**config.mk**
```make
export PLATFORM = sky130hd
export DESIGN_NAME = refsw_mode_ctrl
export DESIGN_NICKNAME = d
export VERILOG_FILES = /design/src/rtl/refsw_pkg.sv /design/src/rtl/refsw_sync_edge.sv /design/src/rtl/refsw_freq_hist.sv /design/src/rtl/refsw_mode_fsm.sv /design/src/rtl/refsw_mode_ctrl.sv
export SDC_FILE = /design/constraint.sdc
export NUM_CORES = 1
export LEC_CHECK = 0
export CAP_MARGIN = 20
export CORE_MARGIN = 4
export CORE_UTILIZATION = 41
export DETAILED_ROUTE_END_ITERATION = 8
export SYNTH_ARGS = -nofsm -noshare
export SYNTH_HDL_FRONTEND = slang
export SYNTH_SLANG_ARGS = --single-unit
```
**constraint.sdc**
```tcl
create_clock -name clk -period 6.7 [get_ports clk]
set_input_delay 1.34 -clock clk [delete_from_list [all_inputs] [get_ports clk]]
set_output_delay 1.34 -clock clk [all_outputs]
set_load 0.005 [all_outputs]
```
**src/rtl/refsw_pkg.sv**
```systemverilog
package refsw_pkg;
  typedef enum logic [1:0] {
    MODE_NORMAL   = 2'd0,
    MODE_SHORT_HO = 2'd1,
    MODE_AUTO_HO  = 2'd2
  } mode_e;
endpackage

```
**src/rtl/refsw_sync_edge.sv**
```systemverilog
// Synchronizes the select level and flags every change as a one-cycle pulse.
module refsw_sync_edge #(
  parameter int STAGES = 2
) (
  input  logic clk,
  input  logic rst,
  input  logic din,
  output logic pulse
);
  logic [STAGES-1:0] sr;
  logic              last;

  always_ff @(posedge clk) begin
    if (rst) begin
      sr   <= '0;
      last <= 1'b0;
    end else begin
      sr   <= {sr[STAGES-2:0], din};
      last <= sr[STAGES-1];
    end
  end

  assign pulse = sr[STAGES-1] ^ last;
endmodule

```
**src/rtl/refsw_freq_hist.sv**
```systemverilog
// Ring of frequency samples; read port written for block RAM inference.
module refsw_freq_hist #(
  parameter int DEPTH  = 8,
  parameter int WIDTH  = 24,
  parameter int PERIOD = 1500000,
  parameter int LAG    = 3
) (
  input  logic             clk,
  input  logic             rst,
  input  logic [WIDTH-1:0] din,
  output logic [WIDTH-1:0] dout,
  output logic             ok
);
  localparam int AW = $clog2(DEPTH);
  localparam int CW = $clog2(PERIOD);
  localparam int NW = $clog2(LAG + 1);

  logic [WIDTH-1:0] mem [DEPTH];
  logic [CW-1:0]    tick_cnt;
  logic             tick;
  logic [AW-1:0]    wp;
  logic [AW-1:0]    rd_addr;
  logic [NW-1:0]    n_wr;
  logic             ok_q;
  logic [WIDTH-1:0] rd_q;

  assign tick    = (tick_cnt == CW'(PERIOD - 1));
  assign rd_addr = wp - AW'(LAG);

  always_ff @(posedge clk) begin
    if (tick) mem[wp] <= din;
    rd_q <= mem[rd_addr];
  end

  always_ff @(posedge clk) begin
    if (rst) begin
      tick_cnt <= '0;
      wp       <= '0;
      n_wr     <= '0;
      ok_q     <= 1'b0;
    end else begin
      tick_cnt <= tick ? '0 : tick_cnt + 1'b1;
      if (tick) begin
        wp <= wp + 1'b1;
        if (n_wr != NW'(LAG)) n_wr <= n_wr + 1'b1;
      end
      ok_q <= (n_wr == NW'(LAG));
    end
  end

  assign dout = rd_q;
  assign ok   = ok_q;
endmodule

```
**src/rtl/refsw_mode_fsm.sv**
```systemverilog
module refsw_mode_fsm
  import refsw_pkg::*;
#(
  parameter int HOLD_CYCLES = 1000,
  parameter int WIDTH       = 24
) (
  input  logic             clk,
  input  logic             rst,
  input  logic             sel_pulse,
  input  logic             comp_pin,
  input  logic [1:0]       ref_ok,
  input  logic [WIDTH-1:0] hist_word,
  input  logic             hist_ok,
  input  logic [WIDTH-1:0] live_word,
  output mode_e            state,
  output logic             active_ref,
  output logic             comp_en,
  output logic             freeze,
  output logic [WIDTH-1:0] hold_word,
  output logic             mode_chg
);
  localparam int TW = $clog2(HOLD_CYCLES);

  mode_e         nxt;
  logic [TW-1:0] timer, tmr_n;
  logic          flip;
  logic          enter_ho;

  always_comb begin
    nxt   = state;
    tmr_n = timer;
    flip  = 1'b0;
    case (state)
      MODE_NORMAL: begin
        if (sel_pulse) begin
          nxt   = MODE_SHORT_HO;
          tmr_n = TW'(HOLD_CYCLES - 1);
        end else if (!ref_ok[active_ref]) begin
          nxt = MODE_AUTO_HO;
        end
      end
      MODE_SHORT_HO: begin
        if (sel_pulse) begin
          tmr_n = TW'(HOLD_CYCLES - 1);
        end else if (timer == '0) begin
          nxt  = MODE_NORMAL;
          flip = 1'b1;
        end else begin
          tmr_n = timer - 1'b1;
        end
      end
      MODE_AUTO_HO: begin
        if (sel_pulse) begin
          nxt   = MODE_SHORT_HO;
          tmr_n = TW'(HOLD_CYCLES - 1);
        end else if (ref_ok[active_ref]) begin
          nxt = MODE_NORMAL;
        end
      end
      default: nxt = MODE_NORMAL;
    endcase
  end

  assign enter_ho = (state == MODE_NORMAL) && (nxt != MODE_NORMAL);

  always_ff @(posedge clk) begin
    if (rst) begin
      state      <= MODE_NORMAL;
      timer      <= '0;
      active_ref <= 1'b0;
      comp_en    <= 1'b0;
      freeze     <= 1'b0;
      mode_chg   <= 1'b0;
      hold_word  <= '0;
    end else begin
      state    <= nxt;
      timer    <= tmr_n;
      comp_en  <= comp_pin && (nxt != MODE_SHORT_HO);
      freeze   <= enter_ho;
      mode_chg <= (nxt != state);
      if (flip) active_ref <= ~active_ref;
      if (enter_ho) hold_word <= hist_ok ? hist_word : live_word;
    end
  end

  // compensation stays off throughout short holdover
  assert_comp_off_short_R3: assert property (@(posedge clk) disable iff (rst)
    (state == MODE_SHORT_HO) |-> !comp_en);

  // leaving short holdover for normal swaps the reference
  assert_swap_on_return_R4: assert property (@(posedge clk) disable iff (rst)
    ($past(state) == MODE_SHORT_HO && state == MODE_NORMAL) |-> (active_ref != $past(active_ref)));

  // the reference changes on no other transition
  assert_ref_steady_R5: assert property (@(posedge clk) disable iff (rst)
    !($past(state) == MODE_SHORT_HO && state == MODE_NORMAL) |-> $stable(active_ref));

  // every mode change is reported, and only mode changes are
  assert_strobe_on_change_R10: assert property (@(posedge clk) disable iff (rst)
    (state != $past(state)) |-> mode_chg);
  assert_strobe_only_change_R10: assert property (@(posedge clk) disable iff (rst)
    mode_chg |-> (state != $past(state)));

  // freeze only on entry from normal; held word steady in holdover
  assert_freeze_entry_R8: assert property (@(posedge clk) disable iff (rst)
    freeze |-> ($past(state) == MODE_NORMAL && state != MODE_NORMAL));
  assert_hold_steady_R8: assert property (@(posedge clk) disable iff (rst)
    (state != MODE_NORMAL && !freeze) |-> $stable(hold_word));
endmodule

```
**src/rtl/refsw_mode_ctrl.sv**
```systemverilog
module refsw_mode_ctrl
  import refsw_pkg::*;
#(
  parameter int SYNC_STAGES   = 2,
  parameter int HOLD_CYCLES   = 1000,
  parameter int FREQ_W        = 24,
  parameter int HIST_DEPTH    = 8,
  parameter int SAMPLE_PERIOD = 1500000,
  parameter int HO_LAG        = 3
) (
  input  logic              clk,
  input  logic              rst,
  input  logic              sel_pin,
  input  logic              comp_en_pin,
  input  logic [1:0]        ref_ok,
  input  logic [FREQ_W-1:0] freq_word,
  output logic [1:0]        mode,
  output logic              active_ref,
  output logic              comp_en,
  output logic              freeze,
  output logic [FREQ_W-1:0] hold_word,
  output logic              mode_chg
);
  logic              sel_pulse;
  logic [FREQ_W-1:0] hist_word;
  logic              hist_ok;
  mode_e             state;

  refsw_sync_edge #(.STAGES(SYNC_STAGES)) u_sync (
    .clk(clk), .rst(rst), .din(sel_pin), .pulse(sel_pulse)
  );

  refsw_freq_hist #(
    .DEPTH(HIST_DEPTH), .WIDTH(FREQ_W), .PERIOD(SAMPLE_PERIOD), .LAG(HO_LAG)
  ) u_hist (
    .clk(clk), .rst(rst), .din(freq_word), .dout(hist_word), .ok(hist_ok)
  );

  refsw_mode_fsm #(.HOLD_CYCLES(HOLD_CYCLES), .WIDTH(FREQ_W)) u_fsm (
    .clk(clk), .rst(rst), .sel_pulse(sel_pulse), .comp_pin(comp_en_pin),
    .ref_ok(ref_ok), .hist_word(hist_word), .hist_ok(hist_ok),
    .live_word(freq_word), .state(state), .active_ref(active_ref),
    .comp_en(comp_en), .freeze(freeze), .hold_word(hold_word),
    .mode_chg(mode_chg)
  );

  assign mode = state;
endmodule

```
==> PnR_summary.wiki, run 1 <==
{| class="wikitable"
! Metric !! Value
|-
| Grt total ovfl || 0
|-
| Final cell count without fillers || 1094
|-
| Clock power share || 42.4%
|-
| Worst-path cell with the longest stage delay || dfxtp_1
|-
| Met2 usage || 24.46%
|-
| Post-cts gate resize count || 0
|-
| Area growth syn-to-layout || 18.39%
|-
| Sequential cell fraction of total power || 51.3%
|-
| Number of max-slew violations in the final report || 0
|-
| CTS tree || done
|-
| Part of the cycle the worst path needs || 47.81%
|-
| Cell Pwr Density || 292.7 nW/um2
|-
| Number of diodes added for antenna fixing || 0
|-
| Number of instances in the placed design || 1036
|-
| Total of flip-flops plus latches after synthesis || 286
|-
| Setup violators final || 0
|-
| Detailed Routing Iterations Pass 1 || 4
|-
| Netlist area before placement || 10990 um2
|-
| Clock transition at the registers of the reported paths || 60 ps
|-
| Count of final hold-check violations || 0
|-
| HPWL reported at the end of detailed placement || 12780 um
|-
| DRT antenna net count || 0
|-
| Count of vias placed by the detailed router || 6006
|-
| Cell chain of the critical path || clkdlybuf4s50_1
|-
| Internal power component || 2.998 mW
|-
| Worst-path fanout max || 17
|-
| Type of the worst setup path || flop to output pin
|-
| Die span in x || 171.7 um
|-
| Result of the run || finished, final reports clean
|-
| Required time reported for the critical path endpoint || 5360 ps
|-
| First-pass GRT wire length || 33870 um
|-
| Initial core utilization || 41.93%
|-
| Last weighted congestion value of the routability-driven placer || 0.8005
|-
| Slew at the pin closest to its max-slew limit || 1049 ps
|-
| Class of the tightest hold or removal check || flop to flop
|-
| DRT Wirelength || 21550 um
|-
| Synth async-reset ratio || 0%
|-
| Start point of the worst min-delay path || u_sync.sr[0]
|-
| P_sw || 0.8090 mW
|-
| Share of final-layout standard cells stronger than drive strength 1 || 20.16%
|-
| Port buffer count || 59
|-
| Most frequent cells in the layout || 192 x edfxtp_1, 92 x dfxtp_1, 58 x clkdlybuf4s50_1
|-
| Buffers plus inverters on the worst setup path || 1
|-
| Number of distinct library cells after synthesis || 52
|-
| Vertical die dimension || 171.7 um
|-
| Leakage Power || 4.051 nW
|-
| Cell count after synthesis || 670
|-
| Initial antenna violation count || 0
|-
| CP Capture Type || output pin
|-
| Skew final || 8.905 ps
|-
| Relative slew slack || 29.93%
|-
| I/O pins || 60
|-
| Synth top area cells || edfxtp_1 52%, dfxtp_1 17%, mux4_2 9.8%, mux2_2 2.6%, mux2i_1 2.5%
|-
| Part of the total power dissipated in combinational logic || 6.3%
|-
| Post-synthesis cell type with the largest combined area || edfxtp_1
|-
| Largest net degree at the start of global routing || 53
|-
| Clock tree buffer depth || 3
|-
| Post-synth EDFFs || 192
|-
| Flip-flop cell with the highest count after synthesis || edfxtp_1
|-
| Wire length per cell after detailed routing || 19.69 um
|-
| CTS hold repair buffers || 0
|-
| Met3 usage in global routing || 2.413%
|-
| Setup bufs post-CTS || 0
|-
| Post-DR vias/cell || 5.490
|-
| Setup repair after global routing missed its margin || false
|-
| Via count of the first global-routing pass || 6191
|-
| Share of total power consumed by net switching || 21.25%
|-
| Peak VDD IR || 0.2202 mV
|-
| Root buf cell || clkbuf_16
|-
| Placeable core area || 26210 um2
|-
| Critical Path AT || 1860 ps
|-
| Worst setup startpoint || u_fsm.state[0]
|-
| Clock tree sinks || 286
|-
| Number of fill cells || 2122
|-
| Clock period minus final worst setup slack || 3203 ps
|-
| Inserted Clock Buffers || 31
|-
| Mean cell area of the mapped netlist || 16.40 um2
|-
| Max H-tree Level || 1
|-
| Sequential cell area fraction in the yosys report || 69.59%
|-
| GR met1 Demand/Resource || 19.93%
|-
| Most frequent standard cell in the layout excluding fill and tap cells || edfxtp_1
|-
| Number of design rule violations left after detail routing || 0
|-
| Drt first-iter violations || 309
|-
| Top cell type's share of synthesized area || 52.46%
|-
| Reg2reg start || u_hist.tick_cnt[10]
|-
| Global-route layer with the greatest usage || met2
|-
| Total nets after synthesis || 704
|-
| Crit-path max cell delay || 710 ps
|-
| Clock latency reported for the late side of the worst-skew pair || 540 ps
|-
| Die Footprint || 29490 um2
|-
| Achievable clock frequency || 312.2 MHz
|-
| Final total negative setup slack || 0 ps
|-
| Net count, final || 769
|-
| Number of max-capacitance violations reported || 0
|-
| Global routing usage summed across all routing layers || 14.61%
|-
| Sort of element at the start of the critical path || flop
|-
| Number of synthesis warnings || 0
|-
| Gate family responsible for the most delay along the worst path || flip-flops
|-
| Number of cell rows || 59
|}
-- path summary, 6_finish.rpt --
check,slack (ps),to,cells after the start
min reg2reg,440,u_sync.sr[1],1
max,3500,mode[0],1
max reg2reg,3560,u_hist.mem[4][19],5
min,440,u_sync.sr[1],1
-- cells in the mapped netlist, types with 4 or more instances --
cell type / count
or4_1: 13
edfxtp_1: 192
a211oi_1: 28
nand4_1: 7
or3_1: 5
xnor2_1: 11
nand3_1: 11
nor2_1: 46
nand2_1: 11
dfxtp_1: 94
nor4_1: 11
clkbuf_1: 23
ha_1: 4
mux2i_1: 27
inv_1: 11
nor3_1: 9
o21ai_0: 4
a31oi_1: 7
nor2b_1: 5
o31ai_1: 9
a21oi_1: 14
mux4_2: 48
mux2_2: 25
buf_1: 5
buf_2: 7
-- through the flow --
step	setup slack, ps	util, %	total power, mW	hold WS [ps]	instance area [um2]
finish	3497	49.64	3.807	436.2	13010
floorplan	2958	-	2.110	413.8	10990
global placement	3529	45.77	2.216	419.3	12000
detailed placement	3438	45.77	2.231	426.5	12000
global route	3388	49.64	3.961	476.9	13010
CTS	3473	49.54	3.857	438.4	12980
-- flip-flops by register name, indices dropped and copies added (netlist names) --
name,cells
u_fsm.active_ref,1
u_fsm.comp_en,1
u_fsm.freeze,1
u_fsm.hold_word,24
u_fsm.mode_chg,1
u_fsm.state,2
u_fsm.timer,10
u_hist.dout,24
u_hist.mem,192
u_hist.n_wr,2
u_hist.ok,1
u_hist.tick_cnt,21
u_hist.wp,3
u_sync.last,1
u_sync.sr,2
-- power by group through the flow --
stage          registers, mW  clock network, mW  logic [mW]
6_report                1.95               1.62       0.241
5_1_grt                 1.95               1.74       0.267
4_1_cts                 1.95               1.66       0.243
3_5_place_dp            1.99                  0       0.244
3_3_place_gp            1.99                  0       0.231
2_1_floorplan           1.98                  0       0.131
-- kinds of logic (layout without fill, tap and decap cells) --
logic type	count (synthesis)	after routing	synth area share (%)
xor gates and xnor gates	14	14	1.184
adders and majority gates	4	4	0.4554
and+or+nand+nor	140	140	7.162
DFF	286	286	69.59
buffers and inverters	48	137	1.765
muxes	100	100	14.86
AOI/OAI and AO/OA	78	78	4.987
-- cell type report --
class	instances	area (um2)	area share, %
clock buffer	43	860.8	6.617
clock inverter	14	126.4	0.9713
inverter	11	41.29	0.3174
multi-input combinational	336	3229	24.82
sequential	286	7652	58.82
tap	335	419.2	3.222
timing repair buffer	69	680.7	5.232
-- routing by layer --
layer  up-vias  wire length [um]  part of all wire, %
met5         -                 0                    0
met2       129             10630                   49
met3        27               854                  4.0
li1       2791                 -                    -
met1      3059              9657                   45
met4         0               401                  1.9
(Power assumes the default switching activity.)
==> run 2, diff against run 1 <==
==> constraint.sdc (replaced) <==
create_clock -name clk -period 3.2 [get_ports clk]
set_input_delay 0.64 -clock clk [delete_from_list [all_inputs] [get_ports clk]]
set_output_delay 0.64 -clock clk [all_outputs]
set_load 0.005 [all_outputs]
==> run 2 against run 1 <==
Net effect: critical endpoint is now u_hist.mem[2][16]; via count is 1.2% higher; register-to-register slack lost 3000 ps; global-route usage increased by 0.42 points; sequential power up 110%.
==> PnR_summary.wiki, run 2 (synthesis results as in run 1) <==
{| class="wikitable"
! Metric !! Value
|-
| Clock latency reported for the late side of the worst-skew pair || 550 ps (about the same)
|-
| Port buffer count || 59 (unchanged)
|-
| Worst-path cell with the longest stage delay || or4_1
|-
| DRT Wirelength || 21560 um (about the same)
|-
| Pre-CTS setup slack || 511.7 ps (-2926 ps)
|-
| Inserted Clock Buffers || 30 (-3.2%)
|-
| Placed inst area || 12110 um2 (+0.97%)
|-
| Post-cts gate resize count || 0 (unchanged)
|-
| Cell Pwr Density || 639.4 nW/um2 (+120%)
|-
| Clock transition at the registers of the reported paths || 60 ps (about the same)
|-
| Last weighted congestion value of the routability-driven placer || 0.8161 (+1.9%)
|-
| Global routing usage summed across all routing layers || 15.03% (+0.42 points)
|-
| Worst setup startpoint || u_hist.tick_cnt[10]
|-
| Final Total Pwr || 8.471 mW (+120%)
|-
| Initial antenna violation count || 0 (unchanged)
|-
| Peak VDD IR || 0.4901 mV (+120%)
|-
| Most frequent standard cell in the layout excluding fill and tap cells || edfxtp_1
|-
| Number of max-capacitance violations reported || 0 (unchanged)
|-
| Count of vias placed by the detailed router || 6079 (+1.2%)
|-
| Clock period minus final worst setup slack || 2688 ps
|-
| I/O pins || 60 (unchanged)
|-
| Initial core utilization || 41.93% (unchanged)
|-
| Achievable clock frequency || 372.1 MHz
|-
| Number of cell rows || 59 (unchanged)
|-
| Most frequent cells in the layout || 192 x edfxtp_1, 93 x dfxtp_1, 58 x clkdlybuf4s50_1
|-
| Slew at the pin closest to its max-slew limit || 755.9 ps (-293.6 ps)
|-
| Vertical die dimension || 171.7 um (unchanged)
|-
| Relative slew slack || 48.90% (+19 points)
|-
| Number of design rule violations left after detail routing || 0 (unchanged)
|-
| Post-DR vias/cell || 5.486 (about the same)
|-
| Share of final-layout standard cells stronger than drive strength 1 || 22.25% (+2.1 points)
|-
| Largest net degree at the start of global routing || 39 (-26%)
|-
| Cell chain of the critical path || or3_1, or4_1, or3_4, nor3b_4, buf_4
|-
| Setup violators final || 0 (unchanged)
|-
| CTS hold repair buffers || 0 (unchanged)
|-
| Die Footprint || 29490 um2 (unchanged)
|-
| Setup repair after global routing missed its margin || false
|-
| Worst-path fanout max || 24 (+7)
|-
| Sort of element at the start of the critical path || flop
|-
| Area growth syn-to-layout || 20.55%
|-
| Max FFs per register || 192 (unchanged)
|-
| Net count, final || 783 (+1.8%)
|-
| Worst path setup slack after routing || 512.4 ps (-2984 ps)
|-
| Required time reported for the critical path endpoint || 3390 ps (-1970 ps)
|-
| Via count of the first global-routing pass || 6361 (+2.7%)
|-
| Grt total ovfl || 0 (unchanged)
|-
| Drt first-iter violations || 301 (-2.6%)
|-
| Number of max-slew violations in the final report || 0 (unchanged)
|-
| Final design utilization || 50.55% (+0.91 points)
|-
| Type of the worst setup path || flop to flop
|-
| Placeable core area || 26210 um2 (unchanged)
|-
| CTS tree || done
|-
| Setup bufs post-CTS || 0 (unchanged)
|-
| Detailed Routing Iterations Pass 1 || 4 (unchanged)
|-
| Count of final hold-check violations || 0 (unchanged)
|-
| Clock tree sinks || 286 (unchanged)
|-
| Class of the tightest hold or removal check || flop to flop
|-
| HPWL reported at the end of detailed placement || 13220 um (+3.4%)
|-
| Wire length per cell after detailed routing || 19.46 um (-1.2%)
|-
| Post-Layout Inst Area || 13250 um2 (+1.8%)
|-
| Max H-tree Level || 1 (unchanged)
|-
| Crit-path max cell delay || 550 ps (-160 ps)
|-
| Start point of the worst min-delay path || u_sync.sr[0]
|-
| Die span in x || 171.7 um (unchanged)
|-
| Critical Path AT || 2880 ps (+1020 ps)
|-
| Reg2reg start || u_hist.tick_cnt[10]
|-
| First-pass GRT wire length || 35050 um (+3.5%)
|-
| CP Capture Type || flop
|-
| Root buf cell || clkbuf_16
|-
| Skew final || 19.08 ps (+10.17 ps)
|-
| Register with the highest flop count || u_hist.mem
|-
| DRT antenna net count || 0 (unchanged)
|-
| Part of the cycle the worst path needs || 83.99%
|-
| Result of the run || finished, final reports clean
|-
| Leakage Power || 4.182 nW (+3.2%)
|-
| Worst Hold Margin || 442.8 ps (+6.675 ps)
|-
| Clock tree buffer depth || 3 (unchanged)
|-
| Number of diodes added for antenna fixing || 0 (unchanged)
|}
## run 2: changes by cell type in the layout (fill, tap and decap cells not counted), moves of 4 or more
cell | before | now
buf_4 | 9 | 24
clkbuf_1 | 8 | 1
clkbuf_8 | 4 | 0
bufinv_16 | 2 | 9
## run 2: area by class of cell
cell class              instances  area, um2
well taps                     335      419.2
flip-flops and latches        286       7651
clock buffers                  32      779.5
repair buffers                 84      785.8
inverters                      11      41.29
multi-input cells             336       3214
clock inverters                24      356.6
fillers                      2163      12960
## run 2: through the flow
step,setup TNS (ps),std cells
CTS,0,1108
finish,0,1108
global route,0,1108
global placement,0,1052
detailed placement,0,1052
floorplan,-19610,670
## run 2: critical path, delay by kind of cell (launching register included)
kind                   cells  cell delay [ps]
flip-flops                 1              360
AND/OR/NAND/NOR            4             1620
buffers and inverters      1              370
## run 2: path summary, 6_finish.rpt
| kind | endpoint | depth (start not counted) | slack (ps) |
|---|---|---|---|
| setup / recovery | u_hist.mem[2][16] | 5 | 510 |
| hold / removal | u_sync.sr[1] | 1 | 440 |
| setup reg to reg | u_hist.mem[2][16] | 5 | 510 |
| hold reg to reg | u_sync.sr[1] | 1 | 440 |
## run 2: layer usage
metal	global-route usage [%]	vias up	share of wire [%]
li1	-	2822	-
met1	20.41	3090	44
met2	25.16	131	48
met3	2.229	36	4.6
met4	4.685	0	2.7
met5	0	-	0
## run 2: report_power, final
group	internal, mW	switching [mW]
logic	0.235	0.271
registers	4.01	0.0683
clock network	2.49	1.40
==> run 3, diff against run 2 <==
==> constraint.sdc (replaced) <==
create_clock -name clk -period 2.8 [get_ports clk]
set_input_delay 0.56 -clock clk [delete_from_list [all_inputs] [get_ports clk]]
set_output_delay 0.56 -clock clk [all_outputs]
set_load 0.005 [all_outputs]
==> run 3 against run 2 <==
Net effect: worst setup slack worse by 290 ps; global-route usage is 0.26 points higher; critical path depth stayed put; clock skew is 7.7 ps lower; non-clock buffer count stayed put; final cell count is 0.18% lower; sequential share of layout area is 0.37 points higher; clock power is 1% higher; critical path type unchanged; critical endpoint is now u_hist.mem[2][10].
==> PnR_summary.wiki, run 3 (synthesis results as in run 1) <==
{| class="wikitable"
! Metric !! Value
|-
| Largest net degree at the start of global routing || 50 (+28%)
|-
| Max FFs per register || 192 (unchanged)
|-
| Detailed Routing Iterations Pass 1 || 5 (+1)
|-
| Initial antenna violation count || 0 (unchanged)
|-
| Wire length per cell after detailed routing || 20.03 um (+3.0%)
|-
| P_sw || 1.939 mW (+12%)
|-
| Setup repair after global routing missed its margin || false
|-
| Port buffer count || 59 (unchanged)
|-
| Peak VDD IR || 0.4321 mV (-12%)
|-
| Vertical die dimension || 171.7 um (unchanged)
|-
| Number of max-slew violations in the final report || 0 (unchanged)
|-
| Root buf cell || clkbuf_16
|-
| Number of max-capacitance violations reported || 0 (unchanged)
|-
| Clock period minus final worst setup slack || 2581 ps (-106.3 ps)
|-
| Area growth syn-to-layout || 19.80%
|-
| Register with the highest flop count || u_hist.mem
|-
| Leakage Power || 4.119 nW (-1.5%)
|-
| Inserted Clock Buffers || 29 (-3.3%)
|-
| Placeable core area || 26210 um2 (unchanged)
|-
| Most frequent standard cell in the layout excluding fill and tap cells || edfxtp_1
|-
| Class of the tightest hold or removal check || flop to flop
|-
| CP Capture Type || flop
|-
| Clock power share || 42.8% (-3.0 points)
|-
| Clock latency reported for the late side of the worst-skew pair || 540 ps (about the same)
|-
| Die span in x || 171.7 um (unchanged)
|-
| Grt total ovfl || 0 (unchanged)
|-
| Share of total power consumed by net switching || 21.12% (+0.64 points)
|-
| Setup violators final || 0 (unchanged)
|-
| Result of the run || finished, final reports clean
|-
| CTS hold repair buffers || 0 (unchanged)
|-
| Clock tree sinks || 286 (unchanged)
|-
| Number of cell rows || 59 (unchanged)
|-
| Clock transition at the registers of the reported paths || 60 ps (about the same)
|-
| Setup bufs post-CTS || 0 (unchanged)
|-
| Worst-path fanout max || 18 (-25%)
|-
| Critical Path AT || 2820 ps (-60 ps)
|-
| CTS tree || done
|-
| First-pass GRT wire length || 35410 um (+1.0%)
|-
| Initial core utilization || 41.93% (unchanged)
|-
| Internal power component || 7.241 mW (+7.5%)
|-
| Net count, final || 782 (-0.13%)
|-
| Clock tree buffer depth || 3 (unchanged)
|-
| Post-cts gate resize count || 0 (unchanged)
|-
| Relative slew slack || 50.08% (+1.2 points)
|-
| Number of diodes added for antenna fixing || 0 (unchanged)
|-
| Most frequent cells in the layout || 192 x edfxtp_1, 92 x dfxtp_1, 58 x clkdlybuf4s50_1
|-
| Type of the worst setup path || flop to flop
|-
| Part of the cycle the worst path needs || 92.19% (+8.2 points)
|-
| Share of final-layout standard cells stronger than drive strength 1 || 21.40% (-0.85 points)
|-
| HPWL reported at the end of detailed placement || 13960 um (+5.6%)
|-
| Sort of element at the start of the critical path || flop
|-
| Sequential cell fraction of total power || 50.8% (+2.6 points)
|-
| DRT antenna net count || 0 (unchanged)
|-
| Final total negative setup slack || 0 ps (unchanged)
|-
| Final Total Pwr || 9.180 mW (+8.4%)
|-
| Achievable clock frequency || 387.4 MHz (+4.1%)
|-
| Global routing usage summed across all routing layers || 15.29% (+0.26 points)
|-
| Cell Pwr Density || 697.3 nW/um2 (+9.1%)
|-
| Drt first-iter violations || 419 (+39%)
|-
| I/O pins || 60 (unchanged)
|-
| Number of design rule violations left after detail routing || 0 (unchanged)
|-
| Count of final hold-check violations || 0 (unchanged)
|-
| Skew final || 11.41 ps (-7.669 ps)
|-
| Die Footprint || 29490 um2 (unchanged)
|-
| DRT Wirelength || 22160 um (+2.8%)
|-
| Part of the total power dissipated in combinational logic || 6.4% (+0.4 points)
|-
| Last weighted congestion value of the routability-driven placer || 0.7747 (-5.1%)
|-
| Slew at the pin closest to its max-slew limit || 738.4 ps (-17.45 ps)
|-
| Max H-tree Level || 1 (unchanged)
|-
| Post-DR vias/cell || 5.543 (+1.0%)
|-
| Required time reported for the critical path endpoint || 3040 ps (-350 ps)
|-
| Count of vias placed by the detailed router || 6131 (+0.86%)
|-
| Via count of the first global-routing pass || 6269 (-1.4%)
|}
-- run 3: cell count changes in the layout (fill, tap and decap cells not counted), moves of 4 or more --
| cell | change |
|---|---|
| buf_12 | +4 |
| buf_4 | -4 |
| bufinv_16 | -4 |
| clkbuf_1 | +4 |
-- run 3: power groups by stage --
stage	Sequential, mW	Combinational [mW]	Clock (mW)
after CTS	4.66	0.595	4.03
after global routing	4.67	0.661	4.22
after detailed placement	4.75	0.593	0
final	4.66	0.590	3.93
after floorplan	4.74	0.313	0
after global placement	4.75	0.581	0
-- run 3: worst max-delay path: stages, from the launching register on --
cell and delay (ps):
dfxtp_1 360, or3_1 430, or4_1 540, or3_4 450
nor3b_4 280, buf_12 210
-- run 3: through the flow --
stage	area (um2)	hold WS (ps)	utilization (%)	std cells	setup WS [ps]
after global placement	12180	422.6	46.49	1052	272.5
after global routing	13170	464.4	50.24	1106	103.1
after floorplan	11020	413.8	-	670	-734.6
after CTS	13170	443.9	50.24	1106	206.2
after detailed placement	12180	430.4	46.49	1052	222.1
final	13170	437.0	50.24	1106	218.7
-- run 3: final timing paths --
| path | from | to | slack (ps) | cells after the start |
|---|---|---|---|---|
| setup / recovery | u_hist.tick_cnt[10] | u_hist.mem[2][10] | 220 | 5 |
| hold / removal | u_sync.sr[0] | u_sync.sr[1] | 440 | 1 |
| setup reg to reg | u_hist.tick_cnt[10] | u_hist.mem[2][10] | 220 | 5 |
| hold reg to reg | u_sync.sr[0] | u_sync.sr[1] | 440 | 1 |
-- run 3: cell type report --
type | count | area, um2
Tap cell | 335 | 419.2
Multi-Input combinational cell | 336 | 3236
Sequential cell | 286 | 7652
Timing Repair Buffer | 84 | 835.8
Inverter | 11 | 41.29
Clock inverter | 19 | 222.7
Fill cell | 2159 | 13040
Clock buffer | 35 | 758.2
-- run 3: layer usage --
| metal | up-vias | part of all wire (%) | GRT usage [%] |
|---|---|---|---|
| met4 | 0 | 2.2 | 3.686 |
| met1 | 3130 | 44 | 21.59 |
| li1 | 2821 | - | - |
| met5 | - | 0 | 0 |
| met2 | 148 | 50 | 25.50 |
| met3 | 32 | 4.1 | 1.908 |
